File: config.mk
export PLATFORM = sky130hd
export DESIGN_NAME = efuse_rd_ctrl
export DESIGN_NICKNAME = d
export VERILOG_FILES = /design/src/rtl/efuse_rd_pkg.sv /design/src/rtl/efuse_rd_regs.sv /design/src/rtl/efuse_rd_fetch.sv /design/src/rtl/efuse_rd_ctrl.sv
export SDC_FILE = /design/constraint.sdc
export NUM_CORES = 1
export LEC_CHECK = 0
export CORE_MARGIN = 2
export CORE_UTILIZATION = 52
export DETAILED_ROUTE_END_ITERATION = 16
export GPL_ROUTABILITY_DRIVEN = 0
export MAX_ROUTING_LAYER = met4
export PLACE_DENSITY = 0.79
export SYNTH_ARGS = -nofsm -noshare
export SYNTH_HDL_FRONTEND = slang
export SYNTH_SLANG_ARGS = --single-unit
File: constraint.sdc
create_clock -name clk_i -period 3.7 [get_ports clk_i]
set_input_delay 1.11 -clock clk_i [delete_from_list [all_inputs] [get_ports clk_i]]
set_output_delay 1.11 -clock clk_i [all_outputs]
set_load 0.05 [all_outputs]
File: src/rtl/efuse_rd_pkg.sv
package efuse_rd_pkg;
  localparam int unsigned OFF_W = 5;
  localparam logic [OFF_W-1:0] OFF_CTRL = 5'h04;
  localparam logic [OFF_W-1:0] OFF_DATA = 5'h08;
  localparam logic [OFF_W-1:0] OFF_AUX  = 5'h10;

  localparam int unsigned B_PD     = 27;
  localparam int unsigned B_RBUSY  = 26;
  localparam int unsigned B_RSTART = 25;
  localparam int unsigned B_REN    = 24;
  localparam int unsigned B_ASET   = 11;
  localparam int unsigned AUX_ENC  = 10;
  localparam int unsigned ADDR_W   = 11;

  // writable control bits: 27, 25:16, 13:0 (26 and 14 are status)
  localparam logic [31:0] CTRL_WMASK = 32'h0BFF_3FFF;
  localparam logic [31:0] CTRL_RST   = 32'h0800_0000;
endpackage

File: src/rtl/efuse_rd_regs.sv
module efuse_rd_regs
  import efuse_rd_pkg::*;
(
  input  logic              clk_i,
  input  logic              rst_ni,
  input  logic              req_i,
  input  logic              we_i,
  input  logic [OFF_W-1:0]  off_i,
  input  logic [31:0]       wdata_i,
  input  logic              busy_i,
  input  logic [31:0]       rdword_i,
  output logic [31:0]       rdata_o,
  output logic              launch_o,
  output logic [ADDR_W-1:0] caddr_o,
  output logic              pd_o,
  output logic              enc_o
);
  logic [31:0]       ctrl_q;
  logic              enc_q;
  logic [ADDR_W-1:0] caddr_q;
  logic              wr_ctrl, wr_aux;

  assign wr_ctrl = req_i & we_i & (off_i == OFF_CTRL);
  assign wr_aux  = req_i & we_i & (off_i == OFF_AUX);

  // start is edge-detected against the stored bit; gating uses the written word
  assign launch_o = wr_ctrl & wdata_i[B_RSTART] & ~ctrl_q[B_RSTART]
                  & wdata_i[B_REN] & ~wdata_i[B_PD] & ~busy_i;

  always_ff @(posedge clk_i or negedge rst_ni) begin
    if (!rst_ni) begin
      ctrl_q  <= CTRL_RST;
      enc_q   <= 1'b0;
      caddr_q <= '0;
    end else begin
      if (wr_ctrl) begin
        ctrl_q <= wdata_i & CTRL_WMASK;
        if (ctrl_q[B_ASET] && !wdata_i[B_ASET]) caddr_q <= ctrl_q[ADDR_W-1:0];
      end
      if (wr_aux) enc_q <= wdata_i[AUX_ENC];
    end
  end

  always_comb begin
    rdata_o = '0;
    case (off_i)
      OFF_CTRL: begin
        rdata_o          = ctrl_q;
        rdata_o[B_RBUSY] = busy_i;
      end
      OFF_DATA: rdata_o = rdword_i;
      OFF_AUX:  rdata_o[AUX_ENC] = enc_q;
      default:  rdata_o = '0;
    endcase
  end

  assign caddr_o = caddr_q;
  assign pd_o    = ctrl_q[B_PD];
  assign enc_o   = enc_q;

  a_r3_busy_needs_start: assert property (@(posedge clk_i) disable iff (!rst_ni)
    $rose(busy_i) |-> $past(wr_ctrl && wdata_i[B_RSTART] && wdata_i[B_REN] && !wdata_i[B_PD]));

  a_r5_no_launch_powered_down: assert property (@(posedge clk_i) disable iff (!rst_ni)
    $rose(busy_i) |-> !pd_o);
endmodule

File: src/rtl/efuse_rd_fetch.sv
module efuse_rd_fetch
  import efuse_rd_pkg::*;
#(
  parameter int unsigned WORD_BYTES  = 4,
  parameter int unsigned LATENCY     = 8,
  parameter int unsigned ARRAY_BYTES = 512,
  parameter int unsigned FA_W        = $clog2(ARRAY_BYTES)
) (
  input  logic              clk_i,
  input  logic              rst_ni,
  input  logic              launch_i,
  input  logic [ADDR_W-1:0] waddr_i,
  output logic              busy_o,
  output logic [31:0]       data_o,
  output logic              fuse_rd_o,
  output logic [FA_W-1:0]   fuse_addr_o,
  input  logic [7:0]        fuse_data_i
);
  localparam int unsigned WORDS = ARRAY_BYTES / WORD_BYTES;
  localparam int unsigned CNT_W = $clog2(LATENCY + 1);
  localparam int unsigned WBITS = WORD_BYTES * 8;

  logic              busy_q, valid_q, take, last, in_range;
  logic [CNT_W-1:0]  cnt_q;
  logic [FA_W-1:0]   base_q;
  logic [WBITS-1:0]  buf_q, buf_nxt;
  logic [31:0]       data_q, word_ext;

  assign take     = busy_q & valid_q & (cnt_q < CNT_W'(WORD_BYTES));
  assign last     = (cnt_q == CNT_W'(LATENCY - 1));
  assign in_range = (32'(waddr_i) < 32'(WORDS));

  for (genvar g = 0; g < WORD_BYTES; g++) begin : g_lane
    assign buf_nxt[g*8 +: 8] = (take && cnt_q == CNT_W'(g)) ? fuse_data_i : buf_q[g*8 +: 8];
  end

  if (WBITS < 32) begin : g_narrow
    assign word_ext = {{(32-WBITS){1'b0}}, buf_nxt};
  end else begin : g_full
    assign word_ext = buf_nxt;
  end

  always_ff @(posedge clk_i or negedge rst_ni) begin
    if (!rst_ni) begin
      busy_q  <= 1'b0;
      valid_q <= 1'b0;
      cnt_q   <= '0;
      base_q  <= '0;
      buf_q   <= '0;
      data_q  <= '0;
    end else if (launch_i) begin
      busy_q  <= 1'b1;
      valid_q <= in_range;
      cnt_q   <= '0;
      base_q  <= FA_W'(32'(waddr_i) * WORD_BYTES);
      buf_q   <= '0;
    end else if (busy_q) begin
      buf_q <= buf_nxt;
      cnt_q <= cnt_q + 1'b1;
      if (last) begin
        busy_q <= 1'b0;
        data_q <= word_ext;
      end
    end
  end

  assign busy_o      = busy_q;
  assign data_o      = data_q;
  assign fuse_rd_o   = take;
  assign fuse_addr_o = base_q + FA_W'(cnt_q);

  a_r4_data_only_on_fall: assert property (@(posedge clk_i) disable iff (!rst_ni)
    !$fell(busy_q) |-> $stable(data_q));
endmodule

File: src/rtl/efuse_rd_ctrl.sv
module efuse_rd_ctrl
  import efuse_rd_pkg::*;
#(
  parameter int unsigned WORD_BYTES  = 4,
  parameter int unsigned LATENCY     = 8,
  parameter int unsigned ARRAY_BYTES = 512
) (
  input  logic                           clk_i,
  input  logic                           rst_ni,
  input  logic                           reg_req_i,
  input  logic                           reg_we_i,
  input  logic [4:0]                     reg_off_i,
  input  logic [31:0]                    reg_wdata_i,
  output logic [31:0]                    reg_rdata_o,
  output logic                           fuse_pd_o,
  output logic                           fuse_enc_o,
  output logic                           fuse_rd_o,
  output logic [$clog2(ARRAY_BYTES)-1:0] fuse_addr_o,
  input  logic [7:0]                     fuse_data_i
);
  localparam int unsigned FA_W  = $clog2(ARRAY_BYTES);
  localparam int unsigned AGE_W = $clog2(LATENCY + 1);

  logic              busy, launch;
  logic [ADDR_W-1:0] caddr;
  logic [31:0]       rdword;

  efuse_rd_regs i_regs (
    .clk_i    (clk_i),
    .rst_ni   (rst_ni),
    .req_i    (reg_req_i),
    .we_i     (reg_we_i),
    .off_i    (reg_off_i),
    .wdata_i  (reg_wdata_i),
    .busy_i   (busy),
    .rdword_i (rdword),
    .rdata_o  (reg_rdata_o),
    .launch_o (launch),
    .caddr_o  (caddr),
    .pd_o     (fuse_pd_o),
    .enc_o    (fuse_enc_o)
  );

  efuse_rd_fetch #(
    .WORD_BYTES  (WORD_BYTES),
    .LATENCY     (LATENCY),
    .ARRAY_BYTES (ARRAY_BYTES),
    .FA_W        (FA_W)
  ) i_fetch (
    .clk_i       (clk_i),
    .rst_ni      (rst_ni),
    .launch_i    (launch),
    .waddr_i     (caddr),
    .busy_o      (busy),
    .data_o      (rdword),
    .fuse_rd_o   (fuse_rd_o),
    .fuse_addr_o (fuse_addr_o),
    .fuse_data_i (fuse_data_i)
  );

  // independent busy-age watch for the window checks
  logic [AGE_W-1:0] age_q;
  always_ff @(posedge clk_i or negedge rst_ni) begin
    if (!rst_ni)   age_q <= '0;
    else if (busy) age_q <= age_q + 1'b1;
    else           age_q <= '0;
  end

  a_r4_busy_bounded: assert property (@(posedge clk_i) disable iff (!rst_ni)
    busy |-> age_q < AGE_W'(LATENCY));

  a_r4_busy_exact: assert property (@(posedge clk_i) disable iff (!rst_ni)
    $fell(busy) |-> $past(age_q) == AGE_W'(LATENCY - 1));

  a_r11_rd_window: assert property (@(posedge clk_i) disable iff (!rst_ni)
    fuse_rd_o |-> busy && age_q < AGE_W'(WORD_BYTES));

  if (WORD_BYTES == 1) begin : g_byte_chk
    a_r6_zero_ext: assert property (@(posedge clk_i) disable iff (!rst_ni)
      (reg_off_i == OFF_DATA) |-> reg_rdata_o[31:8] == 24'h0);
  end
endmodule

==> results by group <==
STA
  • Setup Total Neg Slack: 0 ps
  • Final setup violation count: 0
  • Number of endpoints with negative hold slack in the final report: 0
  • Number of pins exceeding their max-slew limit in the final report: 0
  • RSZ-0062 raised after global routing: false
  • Post-route fraction of the period consumed by the critical path: 0.988
  • Worst slew pin tran: 718 ps
  • Layout Skew: 7.94 ps
  • Fin crit period: 3660 ps
  • Highest achievable clock rate: 273 MHz
  • Headroom to the max-slew limit: 0.518

Yosys
  • Summed instance area of the synthesized netlist: 5100 sq um
  • Syn nets: 432
  • Synth cell types: 36
  • Syn Inst Count: 376
  • Number of enable-type register cells in the synthesized netlist: 0
  • Prevailing post-synth register cell: sky130_fd_sc_hd__dfrtp_1
  • Share of async-settable or async-resettable flops after synthesis: 1.00
  • Synthesized area divided by synthesized cell count: ~14 sq um
  • Number of register bits inferred by synthesis: 114
  • Total of warnings raised by yosys: 0
  • Sequential share of the synthesized area: 0.560

GRT
  • Number of antenna violations at the first check in global routing: 0
  • Met1 Use GR: 0.357
  • Via count of the first global-routing pass: 3887
  • Aggregate global-route resource usage: 0.275
  • Most Crowded Layer GR: met2
  • Met2 GRT Util: 0.414
  • Largest net degree at the start of global routing: 63
  • Routing usage on met3: 0.0664
  • Wire length of the first global-routing pass: 21000 um
  • Total congestion overflow after global routing: 0

Worst hold path
  • Tightest Hold Check Type: register to register

Routing
  • Number of iterations in the first detailed-routing pass: 4
  • Starting DRT DRC Count: 195
  • Routed len/inst: between 20 and 25 um
  • Number of design rule violations left after detail routing: 0
  • Antenna Violating Nets Remaining: 0
  • Via count of the routed design: about 3700
  • Post-detailed-routing wire length: 13300 um
  • Via density: 5.96

CTS
  • Sinks on Clock Net: around 110
  • Bufs on Longest Clock Path: 2
  • Clock latency on the worst-skew pair: about 520 ps
  • Clock transition at path regs: 60 ps
  • Clock tree from TritonCTS: built
  • Total clock buffers created by CTS: 17
  • Count of H-tree levels built during CTS: 4
  • Root buffer cell: sky130_fd_sc_hd__clkbuf_8

Floorplanning
  • Die Footprint: 10600 sq um
  • Core region area: 9640 sq um
  • Boundary pin count: between 90 and 100
  • Die outline width: between 100 and 150 um
  • Die outline height: 103 um
  • Initial core utilization: 0.529
  • Number of rows created at floorplan: 36

Cells and area
  • Fill cells: 559
  • Area occupied by multi-input gates: 2290 sq um
  • Combined flip-flop and latch cell area: 2860 sq um
  • Layout cell share with drive strength beyond 1: 0.433
  • Total inserted antenna cells: 0
  • Number of nets at the end of the flow: 533
  • Synth-to-Final Area Change: 45.5%

Setup path
  • Maximum single-stage delay on the critical path: 400 ps
  • Arrival time worst endpoint: 2550 ps
  • Top delay family on crit path: simple AND/OR/NAND/NOR gates
  • CP max-delay cell: sky130_fd_sc_hd__or3_4
  • Maximum fanout along the worst path: 6
  • Startpoint types: input pin
  • Worst Setup Path Type: input pin to output pin
  • Count of buffering cells on the critical path with inverters included: 6
  • Worst path cell trace: clkbuf_2 > or3_4 > nor3b_4 > buf_6 > buf_4 > buf_4 > buf_12 > and2_2 > buf_12
  • Critical path capture point type: output pin
  • Endpoint required time on the critical path: 2590 ps

Placement
  • Number of buffer cells added on primary ports: 85
  • DP HPWL: 7770 um

Power
  • Worst vdd rail ir drop: around 320 uV
  • Static Leakage: roughly 3.5 nW
  • Overall power: 0.00345 W
  • Pwr/cell area: approximately 470 nW/um^2

Status
  • Status: finished, final reports clean

Run
  • Count of max-cap constraint violations: 0
-- kinds of logic (layout without fill, tap and decap cells) --
logic type,Yosys count,count (layout),synth area share
flops,114,114,0.560
compound gates,96,96,0.155
buf+inv,36,150,0.0326
simple gates,40,40,0.0486
xor+xnor,6,6,0.0103
mux,77,77,0.175
fa+ha+maj,7,7,0.0187
-- synthesized netlist by cell type (all sizes together) (2+ instances only) --
cell type  number  share of area
a21boi         32          0.047
a21o            2         0.0029
a22o           57          0.098
and2           11          0.013
buf            11          0.014
clkbuf         18          0.013
dfrtp         113           0.55
ha              6          0.015
inv             7         0.0052
mux2           77           0.18
nand2           5         0.0037
nand2b          3         0.0037
nand4           5         0.0061
nor2            3         0.0022
nor4            3         0.0037
o21ai           2         0.0020
xnor2           5         0.0086
-- cells in the final DEF, fill, tap and decap left out, drive strengths merged, types with 4 or more instances in the layout --
master | Yosys | layout
dlygate4sd2 | 0 | 4
and2 | 11 | 11
xnor2 | 5 | 5
dfrtp | 113 | 113
inv | 7 | 11
ha | 6 | 6
nand4 | 5 | 5
clkdlybuf4s50 | 0 | 42
buf | 11 | 63
clkbuf | 18 | 18
a22o | 57 | 57
a21boi | 32 | 32
mux2 | 77 | 77
nand2 | 5 | 5
clkinv | 0 | 6
-- power by group --
part	leakage, nW	internal (W)	switching, W
sequential	1.56	0.00131	0.0000856
clock	0.275	0.000964	0.000619
combinational	1.70	0.000185	0.000283
-- repair_timing --
action	4_1_cts	5_1_grt
cloned	4	0
buffers inserted	9	0
endpoints found under the setup margin	34	28
gates resized for setup	37	7
hold buffers	0	0
pin swaps	6	3
-- registers in the layout, indices dropped and copies added (netlist names) --
| signal | flops |
|---|---|
| i_fetch.buf_q | 32 |
| i_regs.caddr_o | 11 |
| i_fetch.data_o | 32 |
| i_fetch.valid_q | 1 |
| i_regs.enc_o | 1 |
| i_regs.ctrl_q | 25 |
| i_fetch.busy_o | 1 |
| i_fetch.cnt_q | 4 |
| i_fetch.base_q | 7 |
-- worst reg2reg max path, delay by kind of cell (launching register included) --
kind          cells  cell delay (ps)
simple gates      2             1330
mux               1              400
flops             1              390
-- layout make-up --
cell class	count	share of cell area
Sequential cell	114	0.385
Multi-Input combinational cell	226	0.308
Timing Repair Buffer	111	0.204
Clock buffer	17	0.0558
Tap cell	133	0.0224
Clock inverter	15	0.0214
Inverter	7	0.00354
-- layer usage --
metal / up-vias / part of all wire
met2: 144 / 0.49
met1: 1927 / 0.43
li1: 1608 / -
met4: 0 / 0.023
met5: - / 0
met3: 32 / 0.053
-- metrics by stage --
stage	utilization	setup WS, ps	area [sq um]	cells	hold WS [ps]
after floorplan	-	-37.9	5150	376	470
after global placement	0.676	-185	6520	578	484
after detailed placement	0.676	-233	6520	578	488
after CTS	0.767	1.52	7400	623	502
after global routing	0.770	3.88	7420	623	511
final	0.770	42.6	7420	623	502
-- final timing paths --
check	from	cells past startpoint	end	slack, ps
worst max-delay path	reg_off_i[4]	9	reg_rdata_o[31]	40
worst min-delay path	i_regs.caddr_o[3]$_DFFE_PN0P_	1	i_fetch.base_q[5]$_DFFE_PN0P_	500
worst max register to register	i_regs.ctrl_q[25]$_DFFE_PN0P_	3	i_fetch.valid_q$_DFFE_PN0P_	1470
worst min register to register	i_regs.caddr_o[3]$_DFFE_PN0P_	1	i_fetch.base_q[5]$_DFFE_PN0P_	500
max in group asynchronous	rst_ni	2	i_regs.ctrl_q[27]$_DFFE_PN1P_	2270
min in group asynchronous	rst_ni	1	i_regs.ctrl_q[9]$_DFFE_PN0P_	630
Power figures use the tool's default switching activity.
